==> config.mk <==
export PLATFORM = sky130hd
export DESIGN_NAME = i2c_mem_slave
export DESIGN_NICKNAME = d
export VERILOG_FILES = /design/src/rtl/i2cm_pkg.sv /design/src/rtl/i2cm_line_events.sv /design/src/rtl/i2cm_word_ptr.sv /design/src/rtl/i2c_mem_slave.sv
export SDC_FILE = /design/constraint.sdc
export NUM_CORES = 1
export LEC_CHECK = 0
export BUFFER_PORTS_ARGS = -buffer_cell sky130_fd_sc_hd__buf_2
export CAP_MARGIN = 20
export CORE_ASPECT_RATIO = 1.2
export CORE_MARGIN = 3
export CORE_UTILIZATION = 30
export DETAILED_ROUTE_END_ITERATION = 12
export HOLD_SLACK_MARGIN = 0.1
export PLACE_DENSITY = 0.47
export SLEW_MARGIN = 5
export SYNTH_ARGS = -nofsm -noshare
export SYNTH_HDL_FRONTEND = slang
export SYNTH_SLANG_ARGS = --single-unit
==> constraint.sdc <==
create_clock -name clk -period 2.29 [get_ports clk]
set_input_delay 0.458 -clock clk [delete_from_list [all_inputs] [get_ports clk]]
set_output_delay 0.458 -clock clk [all_outputs]
set_load 0.1 [all_outputs]
==> src/rtl/i2cm_pkg.sv <==
package i2cm_pkg;
  typedef enum logic [3:0] {
    S_IDLE, S_CTRL, S_ADDR, S_DATA, S_ACK, S_TX, S_TX_ACK, S_HOLD
  } phase_t;
  localparam logic [3:0] DEV_CODE = 4'b1010;
endpackage

==> src/rtl/i2cm_line_events.sv <==
module i2cm_line_events (
  input  logic clk,
  input  logic rst,
  input  logic scl_i,
  input  logic sda_i,
  output logic scl_rise,
  output logic scl_fall,
  output logic start_det,
  output logic stop_det
);
  logic scl_q, sda_q;

  always_ff @(posedge clk) begin
    if (rst) begin
      scl_q <= 1'b1;
      sda_q <= 1'b1;
    end else begin
      scl_q <= scl_i;
      sda_q <= sda_i;
    end
  end

  always_comb begin
    scl_rise  = scl_i & ~scl_q;
    scl_fall  = ~scl_i & scl_q;
    start_det = scl_i & scl_q & sda_q & ~sda_i;
    stop_det  = scl_i & scl_q & ~sda_q & sda_i;
  end
endmodule

==> src/rtl/i2cm_word_ptr.sv <==
module i2cm_word_ptr #(
  parameter int ADDR_W = 10,
  parameter int PAGE_W = 4
) (
  input  logic              clk,
  input  logic              rst,
  input  logic              ld_hi,
  input  logic [ADDR_W-9:0] hi_val,
  input  logic              ld_lo,
  input  logic [7:0]        lo_val,
  input  logic              inc_page,
  input  logic              inc_full,
  output logic [ADDR_W-1:0] ptr
);
  always_ff @(posedge clk) begin
    if (rst) begin
      ptr <= '0;
    end else begin
      if (ld_hi)    ptr[ADDR_W-1:8] <= hi_val;
      if (ld_lo)    ptr[7:0]        <= lo_val;
      if (inc_page) ptr[PAGE_W-1:0] <= ptr[PAGE_W-1:0] + 1'b1;
      if (inc_full) ptr             <= ptr + 1'b1;
    end
  end

  // the phase controller never loads and advances in the same cycle
  p_ptr_cmd_excl_r4: assert property (@(posedge clk) disable iff (rst)
    !((ld_lo || ld_hi) && (inc_page || inc_full)));

  // a page advance keeps the page bits
  p_page_wrap_r4: assert property (@(posedge clk) disable iff (rst)
    inc_page |=> ptr[ADDR_W-1:PAGE_W] == $past(ptr[ADDR_W-1:PAGE_W]));
endmodule

==> src/rtl/i2c_mem_slave.sv <==
module i2c_mem_slave
  import i2cm_pkg::*;
#(
  parameter int ADDR_W = 10,
  parameter int PAGE_W = 4
) (
  input  logic              clk,
  input  logic              rst,
  input  logic              scl_i,
  input  logic              sda_i,
  input  logic              chip_sel_i,
  input  logic              wp_i,
  input  logic              wr_busy_i,
  output logic              sda_oe_o,
  output logic              wr_byte_vld_o,
  output logic [ADDR_W-1:0] wr_byte_addr_o,
  output logic [7:0]        wr_byte_data_o,
  output logic              wr_commit_o,
  output logic              rd_en_o,
  output logic [ADDR_W-1:0] rd_addr_o,
  input  logic [7:0]        rd_data_i
);
  localparam int HI_W  = ADDR_W - 8;
  localparam int CNT_W = 4;
  localparam logic [CNT_W-1:0] BYTE_BITS = CNT_W'(8);

  logic scl_rise, scl_fall, start_det, stop_det;
  logic [ADDR_W-1:0] ptr;
  phase_t state, nxt_phase;
  logic [CNT_W-1:0] cnt;
  logic [7:0] sreg, txsr;
  logic pend, fetch_req, rd_vld_q, m_ack;
  logic byte_end, ctrl_ok;
  logic ld_hi, ld_lo, inc_page, inc_full;

  i2cm_line_events u_ev (
    .clk(clk), .rst(rst), .scl_i(scl_i), .sda_i(sda_i),
    .scl_rise(scl_rise), .scl_fall(scl_fall),
    .start_det(start_det), .stop_det(stop_det)
  );

  always_comb begin
    byte_end = scl_fall && (cnt == BYTE_BITS);
    ctrl_ok  = (sreg[7:4] == DEV_CODE) && (sreg[3] == chip_sel_i) && !wr_busy_i;
    ld_hi    = (state == S_CTRL) && byte_end && ctrl_ok && !sreg[0];
    ld_lo    = (state == S_ADDR) && byte_end;
    inc_page = (state == S_DATA) && byte_end && !wp_i;
    inc_full = (state == S_TX)   && byte_end;
  end

  i2cm_word_ptr #(.ADDR_W(ADDR_W), .PAGE_W(PAGE_W)) u_ptr (
    .clk(clk), .rst(rst),
    .ld_hi(ld_hi), .hi_val(sreg[HI_W:1]),
    .ld_lo(ld_lo), .lo_val(sreg),
    .inc_page(inc_page), .inc_full(inc_full),
    .ptr(ptr)
  );

  always_ff @(posedge clk) begin
    if (rst) begin
      state          <= S_IDLE;
      nxt_phase      <= S_IDLE;
      cnt            <= '0;
      sreg           <= '0;
      txsr           <= '0;
      pend           <= 1'b0;
      fetch_req      <= 1'b0;
      rd_vld_q       <= 1'b0;
      m_ack          <= 1'b0;
      sda_oe_o       <= 1'b0;
      wr_byte_vld_o  <= 1'b0;
      wr_byte_addr_o <= '0;
      wr_byte_data_o <= '0;
      wr_commit_o    <= 1'b0;
      rd_en_o        <= 1'b0;
      rd_addr_o      <= '0;
    end else begin
      wr_byte_vld_o <= 1'b0;
      wr_commit_o   <= 1'b0;
      rd_en_o       <= 1'b0;
      fetch_req     <= 1'b0;
      rd_vld_q      <= rd_en_o;
      if (fetch_req) begin
        rd_en_o   <= 1'b1;
        rd_addr_o <= ptr;
      end
      if (rd_vld_q) txsr <= rd_data_i;

      if (start_det) begin
        state    <= S_CTRL;
        cnt      <= '0;
        sda_oe_o <= 1'b0;
        pend     <= 1'b0;
      end else if (stop_det) begin
        state       <= S_IDLE;
        cnt         <= '0;
        sda_oe_o    <= 1'b0;
        wr_commit_o <= pend;
        pend        <= 1'b0;
      end else begin
        case (state)
          S_CTRL, S_ADDR, S_DATA: begin
            if (scl_rise) begin
              sreg <= {sreg[6:0], sda_i};
              cnt  <= cnt + 1'b1;
            end
            if (byte_end) begin
              cnt <= '0;
              if (state == S_CTRL) begin
                if (ctrl_ok) begin
                  sda_oe_o  <= 1'b1;
                  state     <= S_ACK;
                  nxt_phase <= sreg[0] ? S_TX : S_ADDR;
                  fetch_req <= sreg[0];
                end else begin
                  state <= S_HOLD;
                end
              end else if (state == S_ADDR) begin
                sda_oe_o  <= 1'b1;
                state     <= S_ACK;
                nxt_phase <= S_DATA;
              end else if (!wp_i) begin
                sda_oe_o       <= 1'b1;
                state          <= S_ACK;
                nxt_phase      <= S_DATA;
                pend           <= 1'b1;
                wr_byte_vld_o  <= 1'b1;
                wr_byte_addr_o <= ptr;
                wr_byte_data_o <= sreg;
              end else begin
                state <= S_HOLD;
              end
            end
          end
          S_ACK: begin
            if (scl_fall) begin
              state <= nxt_phase;
              cnt   <= '0;
              if (nxt_phase == S_TX) begin
                sda_oe_o <= ~txsr[7];
                txsr     <= {txsr[6:0], 1'b0};
              end else begin
                sda_oe_o <= 1'b0;
              end
            end
          end
          S_TX: begin
            if (scl_rise) cnt <= cnt + 1'b1;
            if (scl_fall) begin
              if (cnt == BYTE_BITS) begin
                sda_oe_o  <= 1'b0;
                state     <= S_TX_ACK;
                fetch_req <= 1'b1;
                m_ack     <= 1'b0;
                cnt       <= '0;
              end else begin
                sda_oe_o <= ~txsr[7];
                txsr     <= {txsr[6:0], 1'b0};
              end
            end
          end
          S_TX_ACK: begin
            if (scl_rise) m_ack <= ~sda_i;
            if (scl_fall) begin
              if (m_ack) begin
                state    <= S_TX;
                sda_oe_o <= ~txsr[7];
                txsr     <= {txsr[6:0], 1'b0};
              end else begin
                state <= S_HOLD;
              end
            end
          end
          default: ;
        endcase
      end
    end
  end

  // the line enable holds still through every clock-high phase
  p_sda_hold_r10: assert property (@(posedge clk) disable iff (rst)
    (scl_i && $past(scl_i)) |-> $stable(sda_oe_o));

  // no byte strobe follows a cycle with write protect raised
  p_no_wp_write_r6: assert property (@(posedge clk) disable iff (rst)
    wr_byte_vld_o |-> !$past(wp_i));

  // a commit comes only right after a stop
  p_commit_after_stop_r5: assert property (@(posedge clk) disable iff (rst)
    wr_commit_o |-> $past(stop_det));

  // strobe, commit and read request never overlap
  p_port_excl_r4: assert property (@(posedge clk) disable iff (rst)
    $onehot0({wr_byte_vld_o, wr_commit_o, rd_en_o}));

  // a control byte closing while busy leaves the line released
  p_busy_nack_r3: assert property (@(posedge clk) disable iff (rst)
    (state == S_CTRL && byte_end && wr_busy_i && !start_det && !stop_det) |=> !sda_oe_o);
endmodule

=== Yosys cells after proc, flatten, opt, wreduce, memory -nomap -nowiden ===
Cells that the tools add are included.

* Add/subtract/negate cells: 3
* Eq/ne operators: 26
* Multiplexer cells: 62
* Bitwise logic cells: 19
* Reduce and logical (&&, ||, !) cells: 33

{| class="wikitable"
|+ Operators by type and width
! operator !! count
|-
| $mux W8 || 10
|-
| $mux W4 || 16
|-
| $ne A4 B4 Y1 const B || 6
|-
| $pmux W8 S3 || 1
|-
| $reduce_and A6 Y1 || 4
|-
| $mux W1 || 23
|-
| $eq A4 B3 Y1 const B || 4
|-
| $ne A2 B2 Y1 const B || 8
|-
| $pmux W4 S4 || 1
|-
| $not A1 Y1 || 12
|-
| $pmux W4 S3 || 1
|-
| $add A10 B1 Y10 const B || 1
|-
| $logic_and A1 B1 Y1 || 10
|-
| $mux W10 || 1
|-
| $mux W2 || 5
|-
| $reduce_or A3 Y1 || 3
|-
| $add A4 B1 Y4 const B || 2
|-
| $eq A4 B2 Y1 const B || 2
|-
| $eq A4 B4 Y1 const B || 2
|-
| $reduce_and A8 Y1 || 1
|-
| $and A1 B1 Y1 || 7
|-
| $reduce_and A7 Y1 || 1
|-
| $reduce_or A7 Y1 || 1
|-
| $reduce_bool A2 Y1 || 3
|-
| 14 further kinds || 18
|}

* Register bits: 76
* Bits of input ports: 15
* Output and inout bits: 32
* Word-level logic and storage cells: 165

=== Longest topological paths before layout ===
* Word-level depth: 9
* Gate-level depth with buffers: 10
* Depth with buffers taken out: 7

=== By module ===
Synthesis repeated with hierarchy kept, for this count alone.

* Cell total of the unflattened synthesis: 381
* Area, all modules: 3,557.2 um^2

{| class="wikitable"
|+ Modules (own cells, without submodules)
! module !! times used !! cells an instance !! area each (um^2) !! seq. area each (um^2)
|-
| i2c_mem_slave || 1 || 301 || 2,862.7 || 1,241.2
|-
| i2cm_word_ptr || 1 || 72 || 609.3 || 200.2
|-
| i2cm_line_events || 1 || 8 || 85.1 || 40.0
|}

=== Worst setup path after synthesis ===
No wires, ideal clock.

* Path kind: reg-to-reg
* Start point: reg cnt[0]
* End point: reg wr_byte_addr_o[7]
* Library setup time: 0.132 ns
* Arrival time: 1.750 ns
* Setup slack: 0.408 ns
* Cell stages (with the launch flop): 11
* Clock period less this slack: 1.882 ns
* Cell sequence: dfxtp_1 inv_1 ha_1 and3b_1 buf_6 nand2_4 or4_4 buf_6 buf_6 nand2_1 a21oi_1

* Cells in the longest elaborated chain, start to end: 3

{| class="wikitable"
|+ RTL lines
! element !! RTL line !! text
|-
| from (decl) || i2c_mem_slave.sv:30 || <nowiki>logic [CNT_W-1:0] cnt;</nowiki>
|-
| from (signal assigned) || i2c_mem_slave.sv:105 || <nowiki>cnt <= cnt + 1'b1;</nowiki>
|-
| from (signal assigned) || i2c_mem_slave.sv:148 || <nowiki>if (scl_rise) cnt <= cnt + 1'b1;</nowiki>
|-
| $eq A4 B4 Y1 || i2c_mem_slave.sv:43 || <nowiki>byte_end = scl_fall && (cnt == BYTE_BITS);</nowiki>
|-
| $logic_and A1 B1 Y1 || i2c_mem_slave.sv:43 ||
|-
| $reduce_and A7 Y1 (no line) || - ||
|-
| to (signal assigned) || i2c_mem_slave.sv:128 || <nowiki>wr_byte_addr_o <= ptr;</nowiki>
|-
| to (decl) || i2c_mem_slave.sv:16 || <nowiki>output logic [ADDR_W-1:0] wr_byte_addr_o,</nowiki>
|}

No other way between the ends.
A chain may end at the register's enable or synchronous reset.

=== Final worst setup path ===
* Start point: reg cnt[0]
* End point: reg wr_byte_addr_o[5]

Same word-level chain as after synthesis.

==> impl_results.md <==
- Run status: complete, no violations
- Clock sink count: 74
- Root Driver: clkbuf_16
- Final period util: 0.884
- Kind of critical path: flop to flop
- Vias in the first global route: 2748
- Post-DP HPWL: 5980 um
- Final #Nets: about 450
- Overall Global Routing Usage: 0.144
- Drt total wl: around 8500 um
- CP endpoint kind: flop
- CTS buffer count: 9
- Crit path to: wr_byte_addr_o[5]
- Clk buf depth: 2
- Synth area leader: dfxtp_1
- TNS Setup: 0 ns
- Max Clock Freq: 494 MHz
- Primary FF master, synth: dfxtp_1
- Largest net degree at the start of global routing: 51
- Vias: 2889
- H-tree depth: 3
- Worst slack at placement: 0.271 ns
- Area Growth Syn to Fin: 19.0%
- Core footprint: 10700 um^2
- Initial DRT Pass Iterations: 5
- Post-synthesis cell type count: 55
- Reg-to-reg critical path startpoint: cnt[0]
- R2R depth: 7
- Cells after Synth: 392
- Hold crit path type: input pin to flop
- VDD IR max: 0.000373 V
- Max-Cap Viols: 0
- Most frequent cell after synthesis: dfxtp_1
- Register clock-pin slew on the reported worst setup and hold paths: about 0.060 ns
- R2r endpoint: wr_byte_addr_o[5]
- Cell Area, Synth: 3370 um^2
- Ports: between 40 and 50
- P per Cell Area: 694 nW/um^2
- Critical Path AT: 2.21 ns
- Setup violators final: 0
- Initial Util: 0.315
- Post-synthesis area per instance: roughly 8.6 um^2
- Top post-synthesis cells by area: dfxtp_1 (44%), mux2i_1 (8.0%), nand2_1 (5.6%)
- Tmin final: 2.02 ns
- Commonest cells in the netlist: dfxtp_1 (74), nand2_1 (50), nor2_1 (43), a21oi_1 (34), mux2i_1 (27)
- Residual DRC: 0
- Top-area cell type share of the netlist area: 0.439
- Setup crit start: cnt[0]
- Die area: 12600 um^2
- Ys Warns: 0
- Max-slew violations: 0
- Via/cell ratio: 5.08
- Port Buffer Count: between 40 and 50
- DRT iter0 DRCs: 144
- Syn Nets: 410
- First-pass GRT wire length: between 10000 and 15000 um
- Layout fillers: approximately 1100
- Final setup skew: 0.00829 ns
- Worst skew pair latency: 0.33 ns
- Internal reg-to-reg setup slack: 0.27 ns
- Async set or reset register ratio after synthesis: 0
- Die X: 103 um
- Worst Setup Start Kind: flop
- Layout cell share with drive strength beyond 1: 0.191
- Post-synth EDFFs: 0
- Register area share after synthesis: 0.439
- Synthesized flop and latch total: 74
- Register Area: 1480 um^2
- RSZ-0062 raised after global routing: no
- Rel. slew slack: 0.491
- Final Hold Vio Count: 0
- Final worst slack: roughly 0.27 ns
- Initial antenna violation count: 0
- CP Data Required Time: 2.48 ns
- Std cell rows: 41
- WL/cell: between 10 and 15 um
- Grt ovf: 0
- Diodes inserted: 0
- Die Y: 122 um
- Post-route ant nets: 0
- Hold_buf cts: 0
- Multi-input gate area: 1720 um^2
- Slew of the pin with the lowest slew margin: 0.762 ns
- CTS tree: yes
- Leakage: 0.00146 uW
- Routability cong.: 0.864
- Max FO, Critical Path: 19
[report_power, final]
group / internal, uW / switching [uW]
Clock: 846 / 552
Combinational: 31.5 / 56.9
Sequential: 1290 / 7.55
Total: 2170 / 617
[repair_timing]
action | CTS | global route
setup buffers | 0 | 0
resized for setup | 0 | 1
setup endpoints to repair | 0 | 1
[cells in the final DEF (no fill, tap or decap), types with 3 or more instances in the layout]
cell type / count
nor3_1: 6
nand3_1: 9
nand3b_1: 4
xor2_1: 4
a22oi_1: 3
nor2_1: 43
o21ai_0: 11
nor3b_1: 8
mux2i_1: 27
or3_1: 4
nand4_1: 4
buf_4: 11
o22ai_1: 4
a21oi_1: 34
clkbuf_16: 9
a31oi_1: 6
or2_2: 3
nand2b_1: 7
buf_2: 46
inv_1: 11
ha_1: 3
dfxtp_1: 74
nor2b_1: 6
nand2_1: 50
a211oi_1: 9
[routing by layer]
metal | vias up | wire (um) | global-route usage
li1 | 1460 | - | -
met1 | 1349 | 4020 | 0.192
met2 | 66 | 3940 | 0.227
met3 | 14 | 381 | 0.0292
met4 | 0 | 179 | 0.0543
met5 | - | 0 | 0
[through the flow]
| stage | total power, uW | utilization | instance area (um^2) | cells | hold WS, ns |
|---|---|---|---|---|---|
| 6_report | 2780 | 0.374 | 4010 | 569 | 0.417 |
| 5_1_grt | 2900 | 0.374 | 4010 | 569 | 0.422 |
| 3_5_place_dp | 1420 | 0.347 | 3720 | 553 | 0.446 |
| 2_1_floorplan | 1380 | - | 3370 | 392 | 0.432 |
| 4_1_cts | 2820 | 0.374 | 4010 | 569 | 0.418 |
| 3_3_place_gp | 1420 | 0.347 | 3720 | 553 | 0.441 |
[kinds of logic (layout without fill, tap and decap cells)]
logic type | Yosys count | after routing | share of synthesized area
multiplexers | 27 | 27 | 0.0801
buffers and inverters | 36 | 84 | 0.0504
flip-flops | 74 | 74 | 0.439
adder cells (fa/ha/maj) | 3 | 3 | 0.0111
AO/OA/AOI/OAI | 86 | 86 | 0.158
AND/OR/NAND/NOR | 160 | 160 | 0.245
XOR/XNOR | 6 | 6 | 0.0156
[sequential cells by signal (all words and copies together) (netlist names), 3 cells and up]
register        count
txsr                8
state               3
cnt                 4
rd_addr_o          10
sreg                8
u_ptr.ptr          10
wr_byte_addr_o     10
wr_byte_data_o      8
nxt_phase           3
[how the worst min path moves through the flow]
| stage | startpoint | end | slack (ns) | depth (start not counted) |
|---|---|---|---|---|
| final | rd_data_i[0] | txsr[0] | 0.42 | 3 |
| after global routing | sda_i | u_ev.sda_q | 0.42 | 2 |
| after CTS | sda_i | u_ev.sda_q | 0.42 | 2 |
| after detailed placement | wr_byte_data_o[6] | wr_byte_data_o[6] | 0.45 | 2 |
| after global placement | wr_byte_addr_o[1] | wr_byte_addr_o[1] | 0.44 | 2 |
| after floorplan | pend | pend | 0.43 | 2 |
[layout make-up]
| type | instances | area share |
|---|---|---|
| timing repair buffer | 57 | 0.0780 |
| clock inverter | 6 | 0.0162 |
| inverter | 11 | 0.0103 |
| sequential | 74 | 0.369 |
| multi-input combinational | 282 | 0.429 |
| tap | 129 | 0.0402 |
| clock buffer | 10 | 0.0571 |
[critical path, cell delays in order, from the launching register on]
cell,delay [ns]
dfxtp_1,0.34
inv_1,0.07
ha_1,0.15
and3b_1,0.34
nand2_4,0.15
or4_4,0.65
nand2_1,0.12
a21oi_1,0.07
No activity file was read; power rests on OpenSTA's default activity.
